[src/rtl/bsm_pkg.sv]
package bsm_pkg;

    localparam int BYTE_W = 8;
    localparam int SYM_W  = 2;
    localparam int TILES  = BYTE_W / SYM_W;
    localparam int BRANCH = 1 << SYM_W;
    localparam int TSEL_W = $clog2(TILES);

    typedef logic [SYM_W-1:0]  sym_t;
    typedef logic [TSEL_W-1:0] tile_sel_t;

endpackage

[src/rtl/bsm_byte_split.sv]
module bsm_byte_split
    import bsm_pkg::*;
(
    input  logic [BYTE_W-1:0]       byte_i,
    output logic [TILES*SYM_W-1:0]  syms_o
);

    // Field t of the byte feeds tile t.
    for (genvar t = 0; t < TILES; t++) begin : g_field
        assign syms_o[t*SYM_W +: SYM_W] = byte_i[t*SYM_W +: SYM_W];
    end

endmodule

[src/rtl/bsm_tile.sv]
module bsm_tile
    import bsm_pkg::*;
#(
    parameter int STATES   = 16,
    parameter int PATTERNS = 16
) (
    input  logic                        clk,
    input  logic                        rst,
    input  logic                        step_i,
    input  sym_t                        sym_i,
    input  logic                        wr_en_i,
    input  logic [$clog2(STATES)-1:0]   wr_addr_i,
    input  logic [BRANCH*$clog2(STATES)-1:0] wr_next_i,
    input  logic [PATTERNS-1:0]         wr_pmv_i,
    output logic [PATTERNS-1:0]         pmv_o
);

    localparam int SW     = $clog2(STATES);
    localparam int NEXT_W = BRANCH * SW;

    typedef struct packed {
        logic [SW-1:0] state;
    } tile_reg_t;

    tile_reg_t          reg_d, reg_q;
    logic [NEXT_W-1:0]  next_mem [STATES];
    logic [PATTERNS-1:0] pmv_mem [STATES];
    logic [NEXT_W-1:0]  row_d;

    // Next value: follow the pointer for the current symbol when stepping.
    always_comb begin
        reg_d = reg_q;
        row_d = next_mem[reg_q.state];
        if (step_i) begin
            reg_d.state = row_d[int'(sym_i) * SW +: SW];
        end
    end

    always_ff @(posedge clk) begin
        if (rst) begin
            reg_q <= '0;
        end else begin
            reg_q <= reg_d;
        end
    end

    // Table storage keeps its contents through reset.
    always_ff @(posedge clk) begin
        if (wr_en_i) begin
            next_mem[wr_addr_i] <= wr_next_i;
            pmv_mem[wr_addr_i]  <= wr_pmv_i;
        end
    end

    assign pmv_o = pmv_mem[reg_q.state];

    // no step, no move.
    a_r5_hold_when_idle: assert property (@(posedge clk) disable iff (rst)
        !step_i |=> $stable(reg_q.state));

    // a write lands in the addressed entry.
    a_r7_write_lands: assert property (@(posedge clk) disable iff (rst)
        wr_en_i |=> (pmv_mem[$past(wr_addr_i)] == $past(wr_pmv_i))
                    && (next_mem[$past(wr_addr_i)] == $past(wr_next_i)));

    // state 0 right after reset.
    a_r8_reset_state: assert property (@(posedge clk) disable iff (rst)
        $past(rst) |-> (reg_q.state == '0));

endmodule

[src/rtl/bsm_and_combine.sv]
module bsm_and_combine
    import bsm_pkg::*;
#(
    parameter int PATTERNS = 16
) (
    input  logic [TILES*PATTERNS-1:0] pmv_flat_i,
    input  logic                      gate_i,
    output logic [PATTERNS-1:0]       match_o
);

    logic [PATTERNS-1:0] acc [TILES+1];

    assign acc[0] = '1;

    // Running AND across the tiles.
    for (genvar t = 0; t < TILES; t++) begin : g_and
        assign acc[t+1] = acc[t] & pmv_flat_i[t*PATTERNS +: PATTERNS];
    end

    assign match_o = gate_i ? acc[TILES] : '0;

endmodule

[src/rtl/bsm_rule_module.sv]
module bsm_rule_module
    import bsm_pkg::*;
#(
    parameter int STATES   = 16,
    parameter int PATTERNS = 16
) (
    input  logic                             clk,
    input  logic                             rst,
    input  logic                             in_valid,
    input  logic [7:0]                       in_byte,
    input  logic                             cfg_we,
    input  logic [1:0]                       cfg_tile,
    input  logic [$clog2(STATES)-1:0]        cfg_state,
    input  logic [BRANCH*$clog2(STATES)-1:0] cfg_next,
    input  logic [PATTERNS-1:0]              cfg_pmv,
    output logic                             match_valid,
    output logic [PATTERNS-1:0]              match_vec
);

    typedef struct packed {
        logic valid;
    } top_reg_t;

    top_reg_t                   reg_d, reg_q;
    logic [TILES*SYM_W-1:0]     syms;
    logic [TILES*PATTERNS-1:0]  pmv_flat;
    tile_sel_t                  sel;

    assign sel = tile_sel_t'(cfg_tile);

    bsm_byte_split u_split (
        .byte_i (in_byte),
        .syms_o (syms)
    );

    for (genvar t = 0; t < TILES; t++) begin : g_tile
        logic wr_hit;
        assign wr_hit = cfg_we && (sel == tile_sel_t'(t));

        bsm_tile #(
            .STATES   (STATES),
            .PATTERNS (PATTERNS)
        ) u_tile (
            .clk       (clk),
            .rst       (rst),
            .step_i    (in_valid),
            .sym_i     (syms[t*SYM_W +: SYM_W]),
            .wr_en_i   (wr_hit),
            .wr_addr_i (cfg_state),
            .wr_next_i (cfg_next),
            .wr_pmv_i  (cfg_pmv),
            .pmv_o     (pmv_flat[t*PATTERNS +: PATTERNS])
        );
    end

    always_comb begin
        reg_d       = reg_q;
        reg_d.valid = in_valid;
    end

    always_ff @(posedge clk) begin
        if (rst) begin
            reg_q <= '0;
        end else begin
            reg_q <= reg_d;
        end
    end

    bsm_and_combine #(
        .PATTERNS (PATTERNS)
    ) u_combine (
        .pmv_flat_i (pmv_flat),
        .gate_i     (reg_q.valid),
        .match_o    (match_vec)
    );

    assign match_valid = reg_q.valid;

    // output valid trails input valid by one cycle.
    a_r4_valid_follows: assert property (@(posedge clk) disable iff (rst)
        in_valid |=> match_valid);

    a_r4_idle_follows: assert property (@(posedge clk) disable iff (rst)
        !in_valid |=> !match_valid);

    // quiet vector when not valid.
    a_r5_quiet_vector: assert property (@(posedge clk) disable iff (rst)
        !match_valid |-> (match_vec == '0));

    // valid cleared by reset.
    a_r8_reset_valid: assert property (@(posedge clk) disable iff (rst)
        $past(rst) |-> !match_valid);

endmodule

[config.mk]
export PLATFORM = sky130hd
export DESIGN_NAME = bsm_rule_module
export DESIGN_NICKNAME = d
export VERILOG_FILES = /design/src/rtl/bsm_pkg.sv /design/src/rtl/bsm_byte_split.sv /design/src/rtl/bsm_tile.sv /design/src/rtl/bsm_and_combine.sv /design/src/rtl/bsm_rule_module.sv
export SDC_FILE = /design/constraint.sdc
export NUM_CORES = 2
export LEC_CHECK = 0
export BUFFER_PORTS_ARGS = -buffer_cell sky130_fd_sc_hd__buf_4
export CAP_MARGIN = 30
export CORE_UTILIZATION = 45
export CTS_CLUSTER_SIZE = 40
export DETAILED_ROUTE_END_ITERATION = 6
export GPL_TIMING_DRIVEN = 1
export SYNTH_ARGS = -nofsm -noshare
export SYNTH_HDL_FRONTEND = slang
export SYNTH_SLANG_ARGS = --single-unit
[constraint.sdc]
create_clock -name clk -period 4.7 [get_ports clk]
set_clock_uncertainty 0.15 [all_clocks]
set_input_delay 0.94 -clock clk [delete_from_list [all_inputs] [get_ports clk]]
set_output_delay 0.94 -clock clk [all_outputs]
set_load 0.01 [all_outputs]
-- Word-level counts from Yosys, hierarchy flattened
Memory sizes are Yosys's and may differ from the RTL's. A register that Yosys moved wholly into a read port is not among the register bits.
Cells that the tools add are included.
Widths: inputs -> output; s select.
- flip-flop bits (word level): 17
- RAM bits: 2048
- word-level logic and storage cells: 53
- memories: 8
- equal/unequal tests: 3
- shifts and indexed selects: 4
- multiplexer cells: 25
- bitwise operators: 3
- reductions and logical operators: 5
- memories (name ; words ; width ; rd ports ; clocked after memory_dff ; write ports ; RTL line ; text):
    g_tile[0].u_tile.next_mem ; 16 ; 16 ; 1 ; 1 ; 1 ; bsm_tile.sv:26 ; logic [NEXT_W-1:0] next_mem [STATES];
    g_tile[0].u_tile.pmv_mem ; 16 ; 16 ; 1 ; 1 ; 1 ; bsm_tile.sv:27 ; logic [PATTERNS-1:0] pmv_mem [STATES];
    g_tile[1].u_tile.next_mem ; 16 ; 16 ; 1 ; 1 ; 1 ; bsm_tile.sv:26 ;
    g_tile[1].u_tile.pmv_mem ; 16 ; 16 ; 1 ; 1 ; 1 ; bsm_tile.sv:27 ;
    g_tile[2].u_tile.next_mem ; 16 ; 16 ; 1 ; 1 ; 1 ; bsm_tile.sv:26 ;
    g_tile[2].u_tile.pmv_mem ; 16 ; 16 ; 1 ; 1 ; 1 ; bsm_tile.sv:27 ;
    2 more memories ; -- ; -- ; -- ; -- ; -- ; -- ;
- operators with widths (cell ; count):
    $mux 4 ; 16
    $shiftx 16x5->4 ; 4
    $and 16x16->16 ; 3
    $mux 16 ; 1
    $mux 1 ; 8
    $eq 2x2->1 const B ; 2
    $logic_and 1x1->1 ; 4
    $eq 2x1->1 const B ; 1
    $logic_not 2->1 ; 1

-- Logic depth before layout (Yosys ltp)
- word-level depth: 4
- mapped depth: 9

-- Modules after synthesis
A second synthesis with hierarchy kept.
- cells, all modules: 3443
- area total of the unflattened synthesis: 79666.4 µm²
- by module, submodules not included (module ; instances ; cells each ; area each (µm²) ; sequential area each (µm²)):
    bsm_tile ; 4 ; 845 ; 19832.8 ; 15534.9
    bsm_and_combine ; 1 ; 49 ; 211.5 ; 0.0
    bsm_rule_module ; 1 ; 6 ; 63.8 ; 20.0
    bsm_byte_split ; 1 ; 8 ; 60.1 ; 0.0

-- Least setup slack after synthesis
OpenSTA, ideal clock, no wires.
- kind: input port to flip-flop
- start: in cfg_tile[0]
- end: mem g_tile[0].u_tile.next_mem[10][0] (netlist bit) (enable)
- library setup time: 0.421 ns
- arrival: 3.128 ns
- required time: 4.129 ns
- path slack: 1.001 ns
- stages: 4
- path buffers: 2
- cell sequence: or3b_2 -> clkbuf_1 -> clkbuf_1 -> nor2_1
- word-level cells in the longest chain between the ends: 4
- ends and longest elaborated chain (item ; RTL line ; text):
    start, declared ; bsm_rule_module.sv:12 ; input logic [1:0] cfg_tile,
    $logic_not 2->1 ; bsm_rule_module.sv:38 ; assign wr_hit = cfg_we && (sel == tile_sel_t'(t));
    $logic_and 1x1->1 ; bsm_rule_module.sv:38 ;
    $mux 1 ; bsm_tile.sv:49 ; if (wr_en_i) begin
    $mux 1 (implied by the code) ; bsm_tile.sv:50 ; next_mem[wr_addr_i] <= wr_next_i;
    end, declared ; bsm_tile.sv:26 ;
Every way passes these cells.

==> metrics.csv <==
stage,metric,value,unit
sta,Final Hold Violating Endpoints,0,
synth,yosys warns,0,
cts,H-Tree Depth,4,
sta,post-route minimum period,4.54,ns
setup_path,Crit. End Element,output pin,
synth,cell count after synthesis,3387,
drt,First-pass DRT Iterations,5,
sta,setup_tns,0,ns
sta,final setup violation count,0,
sta,fin worst setup slack,0.156,ns
outcome,outcome,"finished, violations left",
outcome,failing checks,antenna rules,
run,Max-cap violations,0,
placement,post-DP HPWL,99.1,mm
setup_path,"delay-heaviest family, CP",multiplexers,
drt,DRC,0,
die,floorplan die height,421,um
placement,GPL Wtd Cong,0.789,
die,Placeable Area,174000,um2
setup_path,worst path cell trace,buf_12 -> mux4_2 -> mux4_2 -> nand2_1 -> nor2_1 -> buf_4,
drt,WL per Instance,30.2,um
sta,part of the cycle the worst path needs,0.967,
setup_path,"slowest stage delay, CP",0.69,ns
synth,Mapped Area,78900,um2
placement,IO Port Bufs,66,
power,Pwr Density,440,nW/um2
drt,drt initial violations,3762,
final_layout,"commonest non-fill, non-tap cells in the layout","edfxtp_1 (2,048), mux4_2 (511), clkbuf_16 (202), buf_4 (181), mux2i_1 (161)",
sta,count of pins over their slew limit,0,
final_layout,Fillers,13432,
setup_path,WP buf/inv,2,
final_layout,multi-input logic area,16300,um2
global_routing,GRT Total Usage,0.212,
die,Cell Rows,153,
sta,RSZ-0062 raised after global routing,false,
setup_path,crit-path most repeated cell,mux4_2,
final_layout,layout cell share with drive strength beyond 1,0.284,
power,Static Leakage,27.0,nW
die,Die Wd,421,um
sta,Achievable Freq,220,MHz
global_routing,vias in the first global route,37172,
final_layout,Reg area,62200,um2
sta,Max transition margin,0.352,
cts,Sink Count,2081,
die,I/O pins,67,
cts,Post-CTS Hold Buffers,0,
cts,CTS max path bufs,3,
drt,vias,35973,
synth,ys flop type,edfxtp_1,
power,worst vdd ir,0.390,mV
placement,pre-CTS worst setup slack,0.787,ns
final_layout,"most common cell after layout, fill and taps aside",edfxtp_1,
final_layout,Post-layout nets,3655,
setup_path,R2R Setup Slk,1.11,ns
setup_path,critical path class,reg2out,
global_routing,GRT overflow,0,
cts,clock-pin slew on the worst setup and hold paths,0.06,ns
setup_path,crit path max-delay cell type,dfxtp_4,
setup_path,crit path DAT,3.45,ns
global_routing,initial antenna violation count,12,
synth,number of synthesized flops with an enable pin,2048,
global_routing,first-pass GRT wire length,265,mm
die,effective utilization at floorplan,0.453,
setup_path,Startpoint Class,flop,
drt,Routed WL,184,mm
synth,Synthesized Nets,3437,
synth,sequential share of the synthesized area,0.788,
drt,DRT antenna net count,1,
final_layout,Layout area overhead,13.6,%
cts,Root Buffer,clkbuf_16,
worst_hold_path,Hold Crit Start,g_tile[2].u_tile.reg_q[3],
synth,post-synthesis cell type count,32,
sta,Tightest Pin Transition,0.971,ns
setup_path,Critical Path RT,3.61,ns
worst_hold_path,Hold WC Path Type,reg2reg,
synth,ys async rst share,0,
cts,cts bufs inserted,201,
global_routing,pin count of the biggest net entering global routing,67,
cts,TritonCTS clock tree,yes,
cts,clock network latency to the later pin of the worst-skew pair,0.84,ns
synth,syn_area_per_cell,23.3,um2
die,DIE AREA,177000,um2
drt,Vias/cell,5.89,
setup_path,critical path peak fanout,29,
synth,#FFs+latches synth,2081,
==> metrics by stage <==
stage	hold slack [ns]	instances	power, mW	utilization	area [um2]
finish	0.317	6108	39.4	0.515	89600
global route	0.336	6103	40.5	0.515	89600
CTS	0.318	6103	39.8	0.515	89600
detailed placement	0.306	5721	23.9	0.477	83000
global placement	0.291	5720	23.8	0.477	82900
floorplan	0.287	3387	22.8	-	78900
==> registers in the layout, indices dropped and copies added (netlist names), named ones only <==
name                    flops
g_tile.u_tile.reg_q        16
g_tile.u_tile.pmv_mem    1024
match_valid                 1
g_tile.u_tile.next_mem   1024
==> layer usage <==
layer / vias up / global-route usage / wire length (um)
met4: 8 / 0.0628 / 4720
met2: 1143 / 0.353 / 92600
met5: - / 0 / 47
li1: 14936 / - / -
met3: 287 / 0.0376 / 10800
met1: 19599 / 0.286 / 76300
==> cells by family after synthesis <==
| family | share of synthesized area |
|---|---|
| compound gates | 0.0210 |
| simple gates | 0.0127 |
| flops | 0.788 |
| mux | 0.166 |
| buf+inv | 0.0118 |
==> layout make-up <==
type | count | area share
Clock inverter | 112 | 0.0127
Multi-Input combinational cell | 1121 | 0.182
Clock buffer | 264 | 0.0602
Inverter | 5 | 0.000209
Timing Repair Buffer | 195 | 0.0183
Antenna cell | 5 | 0.000140
Tap cell | 2325 | 0.0325
Sequential cell | 2081 | 0.694
==> power breakdown <==
part	total [mW]	switching, mW	internal [mW]
logic	2.72	1.53	1.20
registers	20.7	0.185	20.5
clock network	16.0	6.84	9.14
total	39.4	8.55	30.9
==> repair_timing <==
item	in CTS	in global routing
endpoints found under the setup margin	11	1
gates resized for setup	0	1
setup buffers	6	0
==> final timing paths <==
check                                                  to  cells after the start
worst max-delay path                         match_vec[7]                      6
worst min-delay path                                 flop                      1
worst max register to register  g_tile[1].u_tile.reg_q[0]                      7
worst min register to register                       flop                      1
==> Yosys cell counts, types with 20 or more instances <==
cell / count / area (um2)
buf_1: 23 / 86.3
a22o_1: 64 / 561
a21oi_1: 32 / 160
nor2b_1: 22 / 138
buf_2: 65 / 325
nor2_1: 90 / 338
nand3_1: 35 / 175
dfxtp_1: 33 / 661
buf_4: 20 / 150
nand2_1: 52 / 195
edfxtp_1: 2048 / 61500
mux2i_1: 161 / 1610
mux4_2: 511 / 11500
clkbuf_1: 61 / 229
a22oi_1: 32 / 240
Note: power is estimated with default switching activity, not from simulation.
